**config.mk**
```make
export PLATFORM = sky130hd
export DESIGN_NAME = direct_operand_agen
export DESIGN_NICKNAME = d
export VERILOG_FILES = /design/src/rtl/agen_pkg.sv /design/src/rtl/agen_classify.sv /design/src/rtl/agen_sum.sv /design/src/rtl/agen_canon.sv /design/src/rtl/direct_operand_agen.sv
export SDC_FILE = /design/constraint.sdc
export NUM_CORES = 1
export LEC_CHECK = 0
export BUFFER_PORTS_ARGS = -buffer_cell sky130_fd_sc_hd__buf_2
export CORE_MARGIN = 1.5
export CORE_UTILIZATION = 60
export CTS_CLUSTER_DIAMETER = 200
export DETAILED_ROUTE_END_ITERATION = 8
export PLACE_DENSITY = 0.95
export REMOVE_ABC_BUFFERS = 1
export SYNTH_ARGS = -nofsm -noshare
export SYNTH_HDL_FRONTEND = slang
export SYNTH_SLANG_ARGS = --single-unit
```
**constraint.sdc**
```tcl
create_clock -name clk_i -period 5.4 [get_ports clk_i]
set_input_delay 0.54 -clock clk_i [delete_from_list [all_inputs] [get_ports clk_i]]
set_output_delay 0.54 -clock clk_i [all_outputs]
set_load 0.01 [all_outputs]
```
**src/rtl/agen_pkg.sv**
```systemverilog
package agen_pkg;
  typedef enum logic [1:0] {
    FORM_ABS = 2'd0,
    FORM_RIP = 2'd1,
    FORM_BAD = 2'd2
  } form_e;
endpackage

```
**src/rtl/agen_classify.sv**
```systemverilog
module agen_classify
  import agen_pkg::*;
(
  input  logic [7:0] modrm_i,
  input  logic [7:0] sib_i,
  output form_e      form_o
);
  // mod and rm fields only; reg field is masked out
  localparam logic [7:0] MODRM_MASK = 8'hC7;
  localparam logic [7:0] MODRM_RIP  = 8'h05;
  localparam logic [7:0] MODRM_SIB  = 8'h04;
  // index and base fields only; scale is masked out
  localparam logic [7:0] SIB_MASK   = 8'h3F;
  localparam logic [7:0] SIB_NOREG  = 8'h25;

  logic [7:0] modrm_m;
  logic [7:0] sib_m;

  always_comb begin
    modrm_m = modrm_i & MODRM_MASK;
    sib_m   = sib_i & SIB_MASK;
    if (modrm_m == MODRM_RIP)
      form_o = FORM_RIP;
    else if (modrm_m == MODRM_SIB && sib_m == SIB_NOREG)
      form_o = FORM_ABS;
    else
      form_o = FORM_BAD;
  end
endmodule

```
**src/rtl/agen_sum.sv**
```systemverilog
module agen_sum
  import agen_pkg::*;
#(
  parameter int ADDR_W = 64,
  parameter int DISP_W = 32,
  parameter int ILEN_W = 4
) (
  input  form_e              form_i,
  input  logic [DISP_W-1:0]  disp_i,
  input  logic [ADDR_W-1:0]  rip_i,
  input  logic [ILEN_W-1:0]  ilen_i,
  input  logic               seg_ovr_i,
  input  logic [ADDR_W-1:0]  seg_base_i,
  output logic [ADDR_W-1:0]  lin_o
);
  localparam int EXT_W = ADDR_W - DISP_W;

  logic [ADDR_W-1:0] disp_sx;
  logic [ADDR_W-1:0] next_ip;
  logic [ADDR_W-1:0] offset;
  logic [ADDR_W-1:0] seg_add;

  always_comb begin
    disp_sx = {{EXT_W{disp_i[DISP_W-1]}}, disp_i};
    next_ip = rip_i + {{(ADDR_W-ILEN_W){1'b0}}, ilen_i};
    offset  = (form_i == FORM_RIP) ? next_ip + disp_sx : disp_sx;
    seg_add = seg_ovr_i ? seg_base_i : '0;
    lin_o   = offset + seg_add;
  end
endmodule

```
**src/rtl/agen_canon.sv**
```systemverilog
module agen_canon #(
  parameter int ADDR_W  = 64,
  parameter int VA_BITS = 48
) (
  input  logic [ADDR_W-1:0] addr_i,
  output logic              canon_o
);
  localparam int TOP_N = ADDR_W - VA_BITS;

  logic [TOP_N-1:0] diff;

  for (genvar g = 0; g < TOP_N; g++) begin : g_ext
    assign diff[g] = addr_i[VA_BITS + g] ^ addr_i[VA_BITS-1];
  end

  assign canon_o = ~|diff;
endmodule

```
**src/rtl/direct_operand_agen.sv**
```systemverilog
module direct_operand_agen
  import agen_pkg::*;
#(
  parameter int ADDR_W  = 64,
  parameter int DISP_W  = 32,
  parameter int ILEN_W  = 4,
  parameter int VA_BITS = 48
) (
  input  logic              clk_i,
  input  logic              rst_ni,
  input  logic              in_valid_i,
  input  logic [7:0]        modrm_i,
  input  logic [7:0]        sib_i,
  input  logic [DISP_W-1:0] disp_i,
  input  logic              qword_i,
  input  logic              seg_ovr_i,
  input  logic [ADDR_W-1:0] seg_base_i,
  input  logic [ADDR_W-1:0] rip_i,
  input  logic [ILEN_W-1:0] ilen_i,
  output logic              out_valid_o,
  output logic [ADDR_W-1:0] addr_o,
  output logic              rip_rel_o,
  output logic              fault_o,
  output logic              unsup_o
);
  form_e             form;
  logic [ADDR_W-1:0] lin;
  logic              canon;

  agen_classify u_cls (
    .modrm_i (modrm_i),
    .sib_i   (sib_i),
    .form_o  (form)
  );

  agen_sum #(.ADDR_W(ADDR_W), .DISP_W(DISP_W), .ILEN_W(ILEN_W)) u_sum (
    .form_i     (form),
    .disp_i     (disp_i),
    .rip_i      (rip_i),
    .ilen_i     (ilen_i),
    .seg_ovr_i  (seg_ovr_i),
    .seg_base_i (seg_base_i),
    .lin_o      (lin)
  );

  agen_canon #(.ADDR_W(ADDR_W), .VA_BITS(VA_BITS)) u_canon (
    .addr_i  (lin),
    .canon_o (canon)
  );

  logic bad;
  assign bad = (form == FORM_BAD);

  always_ff @(posedge clk_i or negedge rst_ni) begin
    if (!rst_ni) begin
      out_valid_o <= 1'b0;
      addr_o      <= '0;
      rip_rel_o   <= 1'b0;
      fault_o     <= 1'b0;
      unsup_o     <= 1'b0;
    end else begin
      out_valid_o <= in_valid_i;
      if (in_valid_i) begin
        addr_o    <= bad ? '0 : lin;
        rip_rel_o <= (form == FORM_RIP);
        fault_o   <= !bad && !canon;
        unsup_o   <= bad;
      end
    end
  end

  // strobe latency and hold
  a_r1_valid_lat: assert property (@(posedge clk_i) disable iff (!rst_ni)
    in_valid_i |=> out_valid_o);
  a_r1_valid_idle: assert property (@(posedge clk_i) disable iff (!rst_ni)
    !in_valid_i |=> !out_valid_o);
  a_r1_hold: assert property (@(posedge clk_i) disable iff (!rst_ni)
    !in_valid_i |=> ($stable(addr_o) && $stable(fault_o) && $stable(rip_rel_o) && $stable(unsup_o)));

  // mode from the raw bytes
  a_r2_rip_mode: assert property (@(posedge clk_i) disable iff (!rst_ni)
    (in_valid_i && ((modrm_i & 8'hC7) == 8'h05)) |=> (rip_rel_o && !unsup_o));
  a_r3_abs_mode: assert property (@(posedge clk_i) disable iff (!rst_ni)
    (in_valid_i && ((modrm_i & 8'hC7) == 8'h04) && ((sib_i & 8'h3F) == 8'h25))
      |=> (!rip_rel_o && !unsup_o));

  // fault agrees with the reported address
  a_r7_fault_match: assert property (@(posedge clk_i) disable iff (!rst_ni)
    (out_valid_o && !unsup_o) |->
      (fault_o == ((addr_o[ADDR_W-1:VA_BITS-1] != '0) && (addr_o[ADDR_W-1:VA_BITS-1] != '1))));

  // unsupported results carry nothing else
  a_r8_unsup_clean: assert property (@(posedge clk_i) disable iff (!rst_ni)
    unsup_o |-> (addr_o == '0 && !fault_o && !rip_rel_o));

  // flipping only the size qualifier leaves the result unchanged
  a_r9_size_blind: assert property (@(posedge clk_i) disable iff (!rst_ni)
    (in_valid_i && $past(in_valid_i) && (qword_i != $past(qword_i)) &&
     $stable(modrm_i) && $stable(sib_i) && $stable(disp_i) && $stable(seg_ovr_i) &&
     $stable(seg_base_i) && $stable(rip_i) && $stable(ilen_i))
      |=> ($stable(addr_o) && $stable(fault_o) && $stable(rip_rel_o) && $stable(unsup_o)));
endmodule

```
==> results.md, run 1 <==
* Status: aborted with a tool error
* Stopped at: global routing (5_1_grt)
* Tool Error: [ERROR GRT-0116] Global routing finished with congestion. Check the congestion regions in the DRC Viewer.
* Chip width at 141.4 um
* Post-DP Area at 16080 um^2
* Vias in the first global route at 20.77k
* Pin count of the biggest net entering global routing at 69
* Dominant synthesized flop cell: dfrtp_1
* Placer Congestion at 1.023
* Port Buffers at 246
* Syn avg cell area at 7.788 um^2
* Root buffer cell: clkbuf_16
* CTS buffer count at 9
* Grt total ovfl at 177
* Ys Warns at 0
* Initial Utilization at 61.21%
* Synth cell types at 85
* Synth Cell Area at 11490 um^2
* CTS Sinks at 68
* Clk buf depth at 2
* FP Rows at 50
* Fraction of registers with async set/reset at 100.0%
* Sequential fraction of the synthesis area at 14.81%
* First-pass GRT wire length at 124.4 mm
* Hold-fix buffers at CTS at 0
* Top Ports at 253
* Yosys reg bits at 68
* Tot GR Track Use at 81.36%
* Die height at 141.4 um
* Syn Inst Count at 1475
* Placed Instances at 2330
* Post-synth EDFFs at 0
* Detailed Place HPWL at 39.38 mm
* H-tree depth at 3
-- timing repair --
| item | CTS |
|---|---|
| setup buffers | 38 |
| resized for setup | 133 |
| pin swaps | 61 |
| setup endpoints to repair | 41 |
-- layer usage --
metal | overflow | track usage (%)
met5 | 0 | 26.82
met4 | 86 | 88.05
met3 | 3 | 66.49
met2 | 88 | 96.47
met1 | 0 | 80.32
-- Yosys cell counts, drive strengths merged (34+ instances only) --
| master | n | area share [%] |
|---|---|---|
| ha | 186 | 20 |
| a21oi | 143 | 6.2 |
| o21ai | 138 | 6.1 |
| nand2 | 137 | 4.5 |
| xnor2 | 75 | 5.7 |
| and2 | 74 | 4.1 |
| nor2 | 73 | 2.4 |
| dfrtp | 68 | 15 |
| a21o | 64 | 4.2 |
| clkbuf | 58 | 1.9 |
| a22o | 50 | 3.8 |
| xor2 | 43 | 3.3 |
| nand4 | 34 | 1.9 |
-- per-stage QoR --
step	setup TNS (ns)	worst slack (ns)	util, %	hold slack [ns]
3_3_place_gp	-28.99	-2.139	85.68	0.4651
2_1_floorplan	-9.051	-1.794	-	0.2444
4_1_cts	-12.89	-1.521	91.61	0.4211
3_5_place_dp	-46.60	-2.570	85.68	0.4742
-- logic make-up after synthesis --
logic type	share of synthesized area [%]
compound gates	31.25
flops	14.81
simple gates	19.39
buf+inv	3.899
fa+ha+maj	21.30
xor+xnor	9.062
mux	0.2832
==> run 2, diff against run 1 <==
Settings changed: CORE_UTILIZATION 60 to 40, CTS_CLUSTER_DIAMETER 200 to not set, PLACE_DENSITY 0.95 to not set, PLACE_DENSITY_LB_ADDON set to 0.15.
==> run 2 against run 1 <==
Against the previous run:
- the flow now finishes, with violations (setup timing)
- synthesized area is the same
- synthesized cell count is the same
==> results.md, run 2 <==
* Status: complete, but fails checks
* Initial DRC Count at 954
* Tot GR Track Use at 27.72%
* Endpoints failing setup at 25
* Fraction of registers with async set/reset at 100.0%
* Largest cells by area after synthesis: ha_1, dfrtp_1, a21oi_1
* Most used cell along the critical path: o21ai_4
* Clk pin slew, worst setup/hold paths at 0.06 ns
* Biggest register: addr_o
* Kind of critical path: in -> reg
* Max Clk Rate at 0.1448 GHz
* WL per Instance at 16.37 um
* Final #Nets at 2582
* Initial antenna violation count at 0
* Post-Layout Inst Area at 18400 um^2
* Pin count of the biggest net entering global routing at 69
* Detailed Place HPWL at 33.47 mm
* Failing checks: setup timing
* Fin. max-slew vios at 0
* Dominant synthesized flop cell: dfrtp_1
* Area growth syn-to-layout at 60.16%
* Critical Path AT at 7.13 ns
* DR vias at 14.10k
* CP Launch Point: disp_i[2]
* Max IR drop VDD at 0.1394 mV
* Worst hold slack at 0.3363 ns
* TritonCTS clock tree: yes
* Worst Path Max Fanout at 4
* Worst slew pin tran at 1.288 ns
* Port Buffers at 246
* CP max-delay cell: fa_1
* CTS buffer count at 9
* Syn avg cell area at 7.788 um^2
* CTS Sinks at 68
* Yosys top cell by area: ha_1
* Final Hold Viols at 0
* Clk buf depth at 2
* Crit. End Element: register
* Total Neg Setup Slack at -10.50 ns
* Required @ worst endpoint at 5.62 ns
* Synth cell types at 85
* Core footprint at 28010 um^2
* # DRC at 0
* FP Rows at 61
* Yosys reg bits at 68
* Commonest non-fill, non-tap cell in the layout: buf_4
* Tcrit/Tclk final at 127.9%
* Synth Cell Area at 11490 um^2
* Max reg flops at 64
* Most frequent cells in the layout: buf_4, buf_2, ha_1
* Initial Utilization at 41.01%
* Crit path time final at 6.907 ns
* Static leakage power at 0.009541 uW
* Ant. Diodes at 0
* Pre-antenna DRT Iters at 5
* Drt via density at 5.449
* Most numerous cell in the Yosys netlist: ha_1
* Vias in the first global route at 13.48k
* Share of layout cells above drive strength 1 at 43.80%
* Final worst slack at -1.507 ns
* Power Density at 177.8 nW/um^2
* RSZ-0062 raised after global routing: yes
* Slowest cell delay on critical path at 0.55 ns
* Pre-CTS setup slack at -2.457 ns
* Area share of the largest cell type after synthesis at 20.26%
* Die height at 172.5 um
* Worst Skew at 0 ns
* Syn Inst Count at 1475
* Max_cap viols at 0
* Post-route antenna net violation count at 0
* Ys Warns at 0
* Startpoint Class: input pin
* Fillers at 2511
* FF-to-FF Start: fault_o$_DFFE_PN0P_
* Top Ports at 253
* Sequential fraction of the synthesis area at 14.81%
* Chip width at 172.5 um
* First-pass GRT wire length at 66.16 mm
* Max-slew headroom at 14.00%
* Placer Congestion at 0.9268
* Post-synth EDFFs at 0
* Post-synth top cells: ha_1, a21oi_1, nand2_1
* Root buffer cell: clkbuf_16
* Clock latency on the worst-skew pair at 0.33 ns
* Hold Path Class: in -> async
* H-tree depth at 3
* Grt total ovfl at 0
* Final WL at 42.38 mm
* Die ar. at 29740 um^2
* Post-DP Area at 16510 um^2
[run 2: cell counts after synthesis]
Identical to the previous run, type by type.
[run 2: timing repair]
| item | 4_1_cts | 5_1_grt |
|---|---|---|
| buffers inserted | 54 | 27 |
| pin swaps | 87 | 75 |
| endpoints found under the hold margin | 0 | 0 |
| resized for setup | 144 | 106 |
| setup endpoints to repair | 37 | 38 |
| hold buffers | 0 | 0 |
[run 2: area by class of cell]
cell class                 count  area (um^2)  area share, %
inverter                      33        123.9         0.6733
clock buffer                   9        225.2          1.224
clock inverter                 7        81.33         0.4421
multi-input combinational   1300        10260          55.77
sequential                    68         1702          9.249
timing repair buffer         793         5532          30.07
tap                          378        473.0          2.571
[run 2: logic make-up (layout without fill, tap and decap cells)]
family,count (synthesis),in the layout,share of synthesized area [%]
buffers and inverters,107,842,3.899
muxes,3,3,0.2832
DFF,68,68,14.81
and+or+nand+nor,437,437,19.39
AOI/OAI and AO/OA,550,550,31.25
xor gates and xnor gates,118,118,9.062
adders and majority gates,192,192,21.30
[run 2: power by group]
part           internal [uW]  switching (uW)  total, uW
sequential               519            7.37        526
clock                    365             252        617
combinational           1100            1030       2130
total                   1980            1290       3270
[run 2: critical path, delay by kind of cell]
family,cells,cell delay [ns]
buffers and inverters,4,0.60
adder cells (fa/ha/maj),3,1.11
AO/OA/AOI/OAI,14,2.40
XOR/XNOR,2,0.27
AND/OR/NAND/NOR,7,2.19
[run 2: per-stage QoR]
step	cells	total power (uW)	utilization (%)
2_1_floorplan	1401	1487	-
3_3_place_gp	2504	2323	58.95
3_5_place_dp	2504	2342	58.95
4_1_cts	2569	3144	63.40
5_1_grt	2588	3487	65.68
6_report	2588	3271	65.68
[run 2: path summary, 6_finish.rpt]
path                                               end  slack, ns  cells after the start
worst max-delay path               fault_o$_DFFE_PN0P_      -1.51                     30
worst min-delay path             addr_o[0]$_DFFE_PN0P_       0.34                      1
worst max register to register     fault_o$_DFFE_PN0P_       3.08                      6
worst min register to register  addr_o[24]$_DFFE_PN0P_       0.49                      1
max in group asynchronous       addr_o[17]$_DFFE_PN0P_       4.45                      1
min in group clk_i               out_valid_o$_DFF_PN0_       0.41                      1
[run 2: metal layers]
layer	GRT usage [%]	part of all wire [%]
met2	48.46	48
met5	0	0
met4	6.843	2.4
met3	2.289	4.8
met1	36.69	45
No activity file was read; power rests on OpenSTA's default activity.
